<file path="config.mk">
export PLATFORM = sky130hd
export DESIGN_NAME = mcast_resolver
export DESIGN_NICKNAME = d
export VERILOG_FILES = /design/src/rtl/mcr_pkg.sv /design/src/rtl/mcr_deser.sv /design/src/rtl/mcr_ctrl.sv /design/src/rtl/mcr_pattern.sv /design/src/rtl/mcast_resolver.sv
export SDC_FILE = /design/constraint.sdc
export NUM_CORES = 1
export LEC_CHECK = 0
export ABC_AREA = 1
export BUFFER_PORTS_ARGS = -buffer_cell sky130_fd_sc_hd__buf_2
export CORE_MARGIN = 3
export CORE_UTILIZATION = 50
export CTS_CLUSTER_SIZE = 14
export DETAILED_ROUTE_END_ITERATION = 8
export GPL_TIMING_DRIVEN = 0
export MAX_ROUTING_LAYER = met4
export PLACE_DENSITY = 0.69
export SLEW_MARGIN = 30
export SYNTH_ARGS = -nofsm -noshare
export SYNTH_HDL_FRONTEND = slang
export SYNTH_SLANG_ARGS = --single-unit
</file>
<file path="constraint.sdc">
create_clock -name clk -period 1.6 [get_ports clk]
set_input_delay 0.16 -clock clk [delete_from_list [all_inputs] [get_ports clk]]
set_output_delay 0.16 -clock clk [all_outputs]
set_load 0.01 [all_outputs]
</file>
<file path="src/rtl/mcr_pkg.sv">
package mcr_pkg;
    typedef enum logic [1:0] {
        ST_IDLE    = 2'd0,
        ST_SHIFT   = 2'd1,
        ST_COMPARE = 2'd2,
        ST_FINISH  = 2'd3
    } mcr_state_e;
endpackage

</file>
<file path="src/rtl/mcr_deser.sv">
module mcr_deser #(
    parameter int GROUPS = 16,
    parameter int PRIO_W = 16
) (
    input  logic                           clk,
    input  logic                           rst_n,
    input  logic                           shift_en,
    input  logic [GROUPS-1:0]              fb_bit,
    output logic [GROUPS-1:0][PRIO_W-1:0]  fb_val
);
    // One shift register per group; first bit ends up most significant.
    for (genvar g = 0; g < GROUPS; g++) begin : g_lane
        always_ff @(posedge clk or negedge rst_n) begin
            if (!rst_n) begin
                fb_val[g] <= '0;
            end else if (shift_en) begin
                fb_val[g] <= {fb_val[g][PRIO_W-2:0], fb_bit[g]};
            end
        end
    end
endmodule

</file>
<file path="src/rtl/mcr_ctrl.sv">
module mcr_ctrl
    import mcr_pkg::*;
#(
    parameter int GROUPS   = 16,
    parameter int PRIO_W   = 16,
    parameter int PARALLEL = 1,
    localparam int CW      = $clog2(PRIO_W),
    localparam int IW      = (GROUPS > 1) ? $clog2(GROUPS) : 1
) (
    input  logic          clk,
    input  logic          rst_n,
    input  logic          fb_start,
    input  logic          load_valid,
    output logic          shift_en,
    output logic          cmp_en,
    output logic [IW-1:0] cmp_idx,
    output logic          load_en,
    output logic          busy,
    output logic          done
);
    mcr_state_e state_q, state_d;
    logic [CW-1:0] bit_cnt;
    logic [IW-1:0] grp_cnt;

    // State register
    always_ff @(posedge clk or negedge rst_n) begin
        if (!rst_n) begin
            state_q <= ST_IDLE;
        end else begin
            state_q <= state_d;
        end
    end

    // Transitions
    always_comb begin
        state_d = state_q;
        unique case (state_q)
            ST_IDLE:    if (fb_start) state_d = ST_SHIFT;
            ST_SHIFT:   if (bit_cnt == CW'(PRIO_W - 1)) state_d = ST_COMPARE;
            ST_COMPARE: if (PARALLEL != 0 || grp_cnt == IW'(GROUPS - 1)) state_d = ST_FINISH;
            ST_FINISH:  state_d = ST_IDLE;
            default:    state_d = ST_IDLE;
        endcase
    end

    // Bit and group counters
    always_ff @(posedge clk or negedge rst_n) begin
        if (!rst_n) begin
            bit_cnt <= '0;
            grp_cnt <= '0;
        end else begin
            if (state_q == ST_IDLE && fb_start) begin
                bit_cnt <= CW'(1);
            end else if (state_q == ST_SHIFT) begin
                bit_cnt <= bit_cnt + CW'(1);
            end
            if (state_q == ST_COMPARE) begin
                grp_cnt <= grp_cnt + IW'(1);
            end else begin
                grp_cnt <= '0;
            end
        end
    end

    // Outputs
    always_comb begin
        shift_en = 1'b0;
        cmp_en   = 1'b0;
        busy     = 1'b0;
        done     = 1'b0;
        unique case (state_q)
            ST_IDLE:    shift_en = fb_start;
            ST_SHIFT:   begin shift_en = 1'b1; busy = 1'b1; end
            ST_COMPARE: begin cmp_en = 1'b1; busy = 1'b1; end
            ST_FINISH:  done = 1'b1;
            default:    ;
        endcase
        cmp_idx = grp_cnt;
        load_en = load_valid && !busy;
    end

    AST_DONE_PULSE: assert property (@(posedge clk) disable iff (!rst_n)
        done |=> !done);
    AST_DONE_AFTER_COMPARE: assert property (@(posedge clk) disable iff (!rst_n)
        $rose(done) |-> $past(state_q) == ST_COMPARE);
    AST_START_IGNORED: assert property (@(posedge clk) disable iff (!rst_n)
        (state_q == ST_COMPARE && fb_start) |=> state_q != ST_SHIFT);
endmodule

</file>
<file path="src/rtl/mcr_pattern.sv">
module mcr_pattern #(
    parameter int GROUPS   = 16,
    parameter int PRIO_W   = 16,
    parameter int PARALLEL = 1,
    localparam int IW      = (GROUPS > 1) ? $clog2(GROUPS) : 1
) (
    input  logic                          clk,
    input  logic                          rst_n,
    input  logic                          load_en,
    input  logic [GROUPS-1:0]             load_pattern,
    input  logic [PRIO_W-1:0]             load_prio,
    input  logic                          cmp_en,
    input  logic [IW-1:0]                 cmp_idx,
    input  logic [GROUPS-1:0][PRIO_W-1:0] fb_val,
    output logic [GROUPS-1:0]             pattern
);
    logic [PRIO_W-1:0] lp_q;
    logic [GROUPS-1:0] clr_mask;

    if (PARALLEL != 0) begin : g_par
        // One comparator per group
        for (genvar g = 0; g < GROUPS; g++) begin : g_cmp
            assign clr_mask[g] = cmp_en && (fb_val[g] >= lp_q);
        end
    end else begin : g_seq
        // One shared comparator steered by the group index
        logic [PRIO_W-1:0] sel_val;
        logic              won;
        assign sel_val = fb_val[cmp_idx];
        assign won     = sel_val >= lp_q;
        always_comb begin
            clr_mask = '0;
            clr_mask[cmp_idx] = cmp_en && won;
        end
    end

    always_ff @(posedge clk or negedge rst_n) begin
        if (!rst_n) begin
            pattern <= '0;
            lp_q    <= '0;
        end else if (load_en) begin
            pattern <= load_pattern;
            lp_q    <= load_prio;
        end else begin
            pattern <= pattern & ~clr_mask;
        end
    end

    AST_NO_SET: assert property (@(posedge clk) disable iff (!rst_n)
        !load_en |=> (pattern & ~$past(pattern)) == '0);
endmodule

</file>
<file path="src/rtl/mcast_resolver.sv">
module mcast_resolver #(
    parameter int GROUPS   = 16,
    parameter int PRIO_W   = 16,
    parameter int PARALLEL = 1
) (
    input  logic              clk,
    input  logic              rst_n,
    input  logic              load_valid,
    input  logic [GROUPS-1:0] load_pattern,
    input  logic [PRIO_W-1:0] load_prio,
    input  logic              fb_start,
    input  logic [GROUPS-1:0] fb_bit,
    output logic [GROUPS-1:0] pattern_out,
    output logic              resend,
    output logic              done
);
    localparam int IW = (GROUPS > 1) ? $clog2(GROUPS) : 1;

    logic                          shift_en;
    logic                          cmp_en;
    logic [IW-1:0]                 cmp_idx;
    logic                          load_en;
    logic                          busy;
    logic [GROUPS-1:0][PRIO_W-1:0] fb_val;

    mcr_ctrl #(.GROUPS(GROUPS), .PRIO_W(PRIO_W), .PARALLEL(PARALLEL)) u_ctrl (
        .clk(clk), .rst_n(rst_n), .fb_start(fb_start), .load_valid(load_valid),
        .shift_en(shift_en), .cmp_en(cmp_en), .cmp_idx(cmp_idx),
        .load_en(load_en), .busy(busy), .done(done)
    );

    mcr_deser #(.GROUPS(GROUPS), .PRIO_W(PRIO_W)) u_deser (
        .clk(clk), .rst_n(rst_n), .shift_en(shift_en), .fb_bit(fb_bit), .fb_val(fb_val)
    );

    mcr_pattern #(.GROUPS(GROUPS), .PRIO_W(PRIO_W), .PARALLEL(PARALLEL)) u_pattern (
        .clk(clk), .rst_n(rst_n), .load_en(load_en), .load_pattern(load_pattern),
        .load_prio(load_prio), .cmp_en(cmp_en), .cmp_idx(cmp_idx),
        .fb_val(fb_val), .pattern(pattern_out)
    );

    assign resend = done && (pattern_out != '0);

    AST_LOAD_TAKES: assert property (@(posedge clk) disable iff (!rst_n)
        (load_valid && !busy) |=> pattern_out == $past(load_pattern));
    AST_NO_LOAD_BUSY: assert property (@(posedge clk) disable iff (!rst_n)
        (busy && !cmp_en) |=> $stable(pattern_out));
endmodule

</file>
* Word level (Yosys, flattened, before mapping)
Index checks and enable logic that the tools add are counted.
** Word-level totals
- Logic and storage cells :: 80
- Bits in registers :: 294
** Cells by class
- Equality and inequality tests :: 6
- Add/subtract/negate cells :: 1
- Bitwise gates (word level) :: 2
- Multiplexer cells :: 10
- Magnitude comparators :: 16
- Reductions and logical operators :: 25
** Operator list (count)
- >= comparator 16 bit :: 16
- logical AND 1 bit :: 19
- AND 16 bit :: 1
- two-way mux 16 bit :: 1
- inverter 16 bit :: 1
- nonzero test 16 bit :: 1
- two-way mux 4 bit :: 2
- case mux 2 bit (4 select lines) :: 1
- adder 4 x 1 -> 4 bit (second input constant) :: 1
- equality test 2 bit (second input constant) :: 2
- equality test 4 bit (second input constant) :: 1
- two-way mux 2 bit :: 2
- two-way mux 1 bit :: 3
- equality test 2 x 1 -> 1 bit (second input constant) :: 1
- logical NOT 2 bit :: 1
- != test 2 x 1 -> 1 bit (second input constant) :: 1
- != test 2 bit (second input constant) :: 1
- case mux 1 bit (2 select lines) :: 1
- AND reduction 2 bit :: 1
- nonzero test 2 bit :: 1
- OR reduction 2 bit :: 1
- logical NOT 1 bit :: 1

* Logic depth before layout (Yosys ltp)
- Word-level depth :: 6
- Gate-level depth with buffers :: 14

* By module
A second synthesis with hierarchy kept.
** Second synthesis, totals
- Cell total of the unflattened synthesis :: 2240
- Area total of the unflattened synthesis :: 17740.8 um^2
** By module, submodules not included
- mcr_deser :: instances 1, area an instance 9808.2 um^2, cells an instance 1082, seq. area each 6406.1 um^2
- mcr_pattern :: instances 1, area an instance 7333.3 um^2, cells an instance 1077, seq. area each 800.8 um^2
- mcr_ctrl :: instances 1, area an instance 538.0 um^2, cells an instance 65, seq. area each 250.2 um^2
- mcast_resolver :: instances 1, area an instance 61.3 um^2, cells an instance 16, seq. area each 0.0 um^2

* Worst setup path before layout
No wires, ideal clock.
- Path kind :: reg-to-reg
- From :: register u_pattern.lp_q[3]
- To :: register u_pattern.pattern[15]
- Data required time :: 1.535 ns
- Setup slack :: -0.004 ns
- Cell stages (with the launch flop) :: 13
- Data arrival time :: 1.538 ns
- Library setup time :: 0.065 ns
- Clock period less this slack :: 1.604 ns
- Path buffers :: 0
- Cell sequence :: dfrtp_1 > inv_1 > ha_1 > nand2_1 > nor2_1 > and2_1 > nor2_1 > nand2_1 > nand2_1 > nand2_1 > nand2_1 > nand2_1 > nand2_1
** On the way
- Word-level cells in the longest chain between the ends :: 5
** RTL lines
- start, declared :: line mcr_pattern.sv:17 : logic [PRIO_W-1:0] lp_q;
- start signal, assigned :: line mcr_pattern.sv:43 : lp_q <= load_prio;
- >= comparator 16 bit :: line mcr_pattern.sv:23 : assign clr_mask[g] = cmp_en && (fb_val[g] >= lp_q);
- logical AND 1 bit :: line mcr_pattern.sv:23
- inverter 16 bit :: line mcr_pattern.sv:45 : pattern <= pattern & ~clr_mask;
- AND 16 bit :: line mcr_pattern.sv:45
- two-way mux 16 bit :: line mcr_pattern.sv:41 : end else if (load_en) begin
- end signal, assigned :: line mcr_pattern.sv:42 : pattern <= load_pattern;
- end signal, assigned :: line mcr_pattern.sv:45
- end, declared :: line mcr_pattern.sv:15 : output logic [GROUPS-1:0] pattern
No other way between the ends.
A chain may end at the register's enable or synchronous reset.

* Worst setup path after layout
- From :: register u_pattern.lp_q[2]
- To :: register u_pattern.pattern[15]
The elaborated chain is that of the path after synthesis.

==> results.json <==
{
  "crit-reg2reg-capture": "u_pattern.pattern[15]",
  "run_status": "finished, violations left",
  "cts.root.buffer_cell": "sky130_fd_sc_hd__clkbuf_16",
  "clock_sinks": 294,
  "mostFrequentLayoutCells": "sky130_fd_sc_hd__nand2_1 (400), sky130_fd_sc_hd__dfrtp_1 (285), sky130_fd_sc_hd__ha_1 (239), sky130_fd_sc_hd__inv_1 (226), sky130_fd_sc_hd__nor2_1 (152)",
  "ys_seq_area_share_pct": 41.87,
  "io-pin-count": 70,
  "grt_start_max_net_pins": 86,
  "grt_usage_pct": 28.07,
  "clk_latency_ns": 0.52,
  "routed-via-count": 15770,
  "unique_cell_type_count_in_the_yosys_netlist": 23,
  "gpl.final_weighted_congestion": 0.8462,
  "synth.cell_area_sq_mm": 0.01757,
  "tightestPinTransition_ns": 0.4742,
  "initial_core_util_pct": 50.75,
  "route.final.wire_length_microns": 58280,
  "drtIter0Drc": 1067,
  "fin_skew_ns": 0.01380,
  "cp_capture_point": "u_pattern.pattern[15]",
  "hold_path_class": "input port to flop",
  "final_non_filler_cells": 2773,
  "final-setup-viol-count": 257,
  "core.rowCount": 68,
  "failed_checks": "setup timing",
  "ff2ff_setup_slack_ns": -0.36,
  "drcViolationCount": 0,
  "cts_htree_levels": 2,
  "finalWorstPathRequiredPeriod_ns": 1.960,
  "die_width_microns": 193.5,
  "postRouteAntennaNets": 0,
  "die_h_microns": 193.5,
  "fin_util_pct": 69.31,
  "max_frequency_ghz": 0.5102,
  "detailedPlacementHpwl_microns": 28790,
  "tritoncts": "yes",
  "worst_ep_arrival_time_ns": 2.36,
  "reg2regPathDepth": 13,
  "rsz0062_at_grt": "true",
  "grt_first_pass_wirelength_microns": 81910,
  "cts_clk_pin_slew_worst_paths_ns": 0.06,
  "antenna_found_initial": 1,
  "post-route-period-util_pct": 122.5,
  "floorplan.core_area_sq_mm": 0.03463,
  "critical_path.max_stage_delay_ns": 0.41,
  "path_cells": "clkinv_8 > buf_12 > ha_1 > nand2_1 > nor2_1 > and2_1 > nor2_1 > nand2_1 > nand2_1 > nand2_2 > nand2_1 > nand2_1 > nand2_1",
  "finalWorstSetupSlack_ns": -0.3602,
  "crit_path_top_delay_cell": "sky130_fd_sc_hd__dfrtp_2",
  "numPlacedInstances": 2575,
  "setup-tns-final_ns": -25.96,
  "cts_buffers": 34,
  "port_buffers": 69,
  "regToRegStartpoint": "u_pattern.lp_q[2]",
  "maxCapViolCount": 0,
  "first_global_vias": 15110,
  "timing.critical_path.from_type": "flop",
  "detail_route.first_pass.iterations": 5,
  "fin_nets": 2607,
  "ys_warnings": 0,
  "routed_wire_length_per_instance_microns": 21.02,
  "crit_path_end_kind": "flop",
  "worstPathRequired_ns": 2.00,
  "drive_above_1_share_pct": 30.70,
  "timing.setup.critical_path_class": "flop to flop",
  "routed_via_density": 5.686,
  "die_area_sq_mm": 0.03743,
  "grt-ovfl-total": 0,
  "layout_commonest_cell": "sky130_fd_sc_hd__nand2_1",
  "post_synth.cell_area_avg_sq_um": 8.581,
  "slew_viol_final": 0,
  "preCtsSetupSlack_ns": -0.6602,
  "cp_max_fo": 9,
  "worst_setup_path_startpoint": "u_pattern.lp_q[2]",
  "final_hold_viol_count": 0,
  "netlist_instances": 2048,
  "p_r_area_growth_vs_syn_pct": 36.57,
  "yosys_register_bits": 294,
  "buffers_from_clock_root_to_sink_at_most": 3,
  "synthesis.nets": 2361,
  "slew_headroom_pct": 68.38,
  "path_common_cell": "sky130_fd_sc_hd__nand2_1"
}
synth_stat cells (all sizes together):
cell | instances | area (sq um)
a21oi | 226 | 1450
and2 | 2 | 12.51
buf | 44 | 394.1
clkbuf | 19 | 71.32
dfrtp | 294 | 7357
ha | 261 | 3266
inv | 245 | 919.6
mux2 | 14 | 210.2
nand2 | 516 | 1939
nand3 | 1 | 5.000
nand4 | 19 | 118.9
nor2 | 203 | 762.0
nor3 | 20 | 100.1
nor4 | 1 | 6.260
o21a | 2 | 15.01
o21ai | 165 | 825.8
o21bai | 16 | 120.1
kinds of logic (layout without fill, tap and decap cells):
| logic type | after synthesis | in the layout | share of synthesized area (%) |
|---|---|---|---|
| and+or+nand+nor | 762 | 762 | 16.75 |
| AOI/OAI and AO/OA | 409 | 409 | 13.72 |
| buffers and inverters | 308 | 576 | 7.882 |
| DFF | 294 | 294 | 41.87 |
| adders and majority gates | 261 | 261 | 18.58 |
| muxes | 14 | 14 | 1.196 |
| other | 0 | 2 | 0 |
sequential cells by signal (all words and copies together), names as in the netlist:
signal and flops:
u_ctrl.bit_cnt 4, u_ctrl.state_q 2, u_deser.fb_val 256, u_pattern.lp_q 16
u_pattern.pattern 16
per-layer routing:
layer | wire length (microns) | GRT usage, % | vias up | part of all wire (%)
li1 | - | - | 7202 | -
met1 | 23170 | 35.81 | 7665 | 40
met2 | 27150 | 44.59 | 679 | 47
met3 | 4141 | 4.545 | 221 | 7.1
met4 | 3822 | 12.14 | 0 | 6.6
met5 | 0 | - | - | 0
final cells by class:
class	count	area (sq um)
well taps	455	569.3
repair buffers	207	2501
plain buffers	59	893.4
clock inverters	4	45.04
inverters	245	1107
repair inverters	7	80.08
clock buffers	54	1090
multi-input cells	1446	10340
fillers	2283	10630
diodes	2	5.005
flip-flops and latches	294	7371
repair_timing:
item | CTS | global route
setup endpoints to repair | 289 | 292
buffers inserted | 43 | 20
cloned | 24 | 17
hold endpoints to repair | 111 | 0
gates resized for setup | 338 | 415
pin swaps | 116 | 50
hold buffers | 50 | 0
critical path, delay by kind of cell, from the launching register on:
kind / cells / cell delay, ns
and+or+nand+nor: 10 / 0.83
DFF: 1 / 0.41
buffers and inverters: 2 / 0.31
adders and majority gates: 1 / 0.28
worst min-delay path by stage:
stage | start | endpoint | slack [ns] | cells after the start
5_1_grt | fb_start | u_ctrl.state_q[0] | 0.14 | 3
3_5_place_dp | rst_n | u_deser.fb_val[161] | 0.09 | 1
4_1_cts | fb_start | u_ctrl.state_q[1] | 0.08 | 4
6_report | fb_start | u_ctrl.state_q[0] | 0.11 | 3
2_1_floorplan | rst_n | u_ctrl.bit_cnt[0] | -0.14 | 0
3_3_place_gp | load_pattern[14] | u_pattern.pattern[14] | 0.37 | 3
stage by stage:
stage	area (sq um)	hold slack, ns
after detailed placement	18580	0.09230
after global routing	24000	0.1440
after CTS	22400	0.08439
after floorplan	17570	-0.1356
final	24000	0.1092
after global placement	18490	0.3660
Power is left out: the tool's default activity adds up to more than one toggle a clock period on the data nets, which glitch-free logic cannot reach.
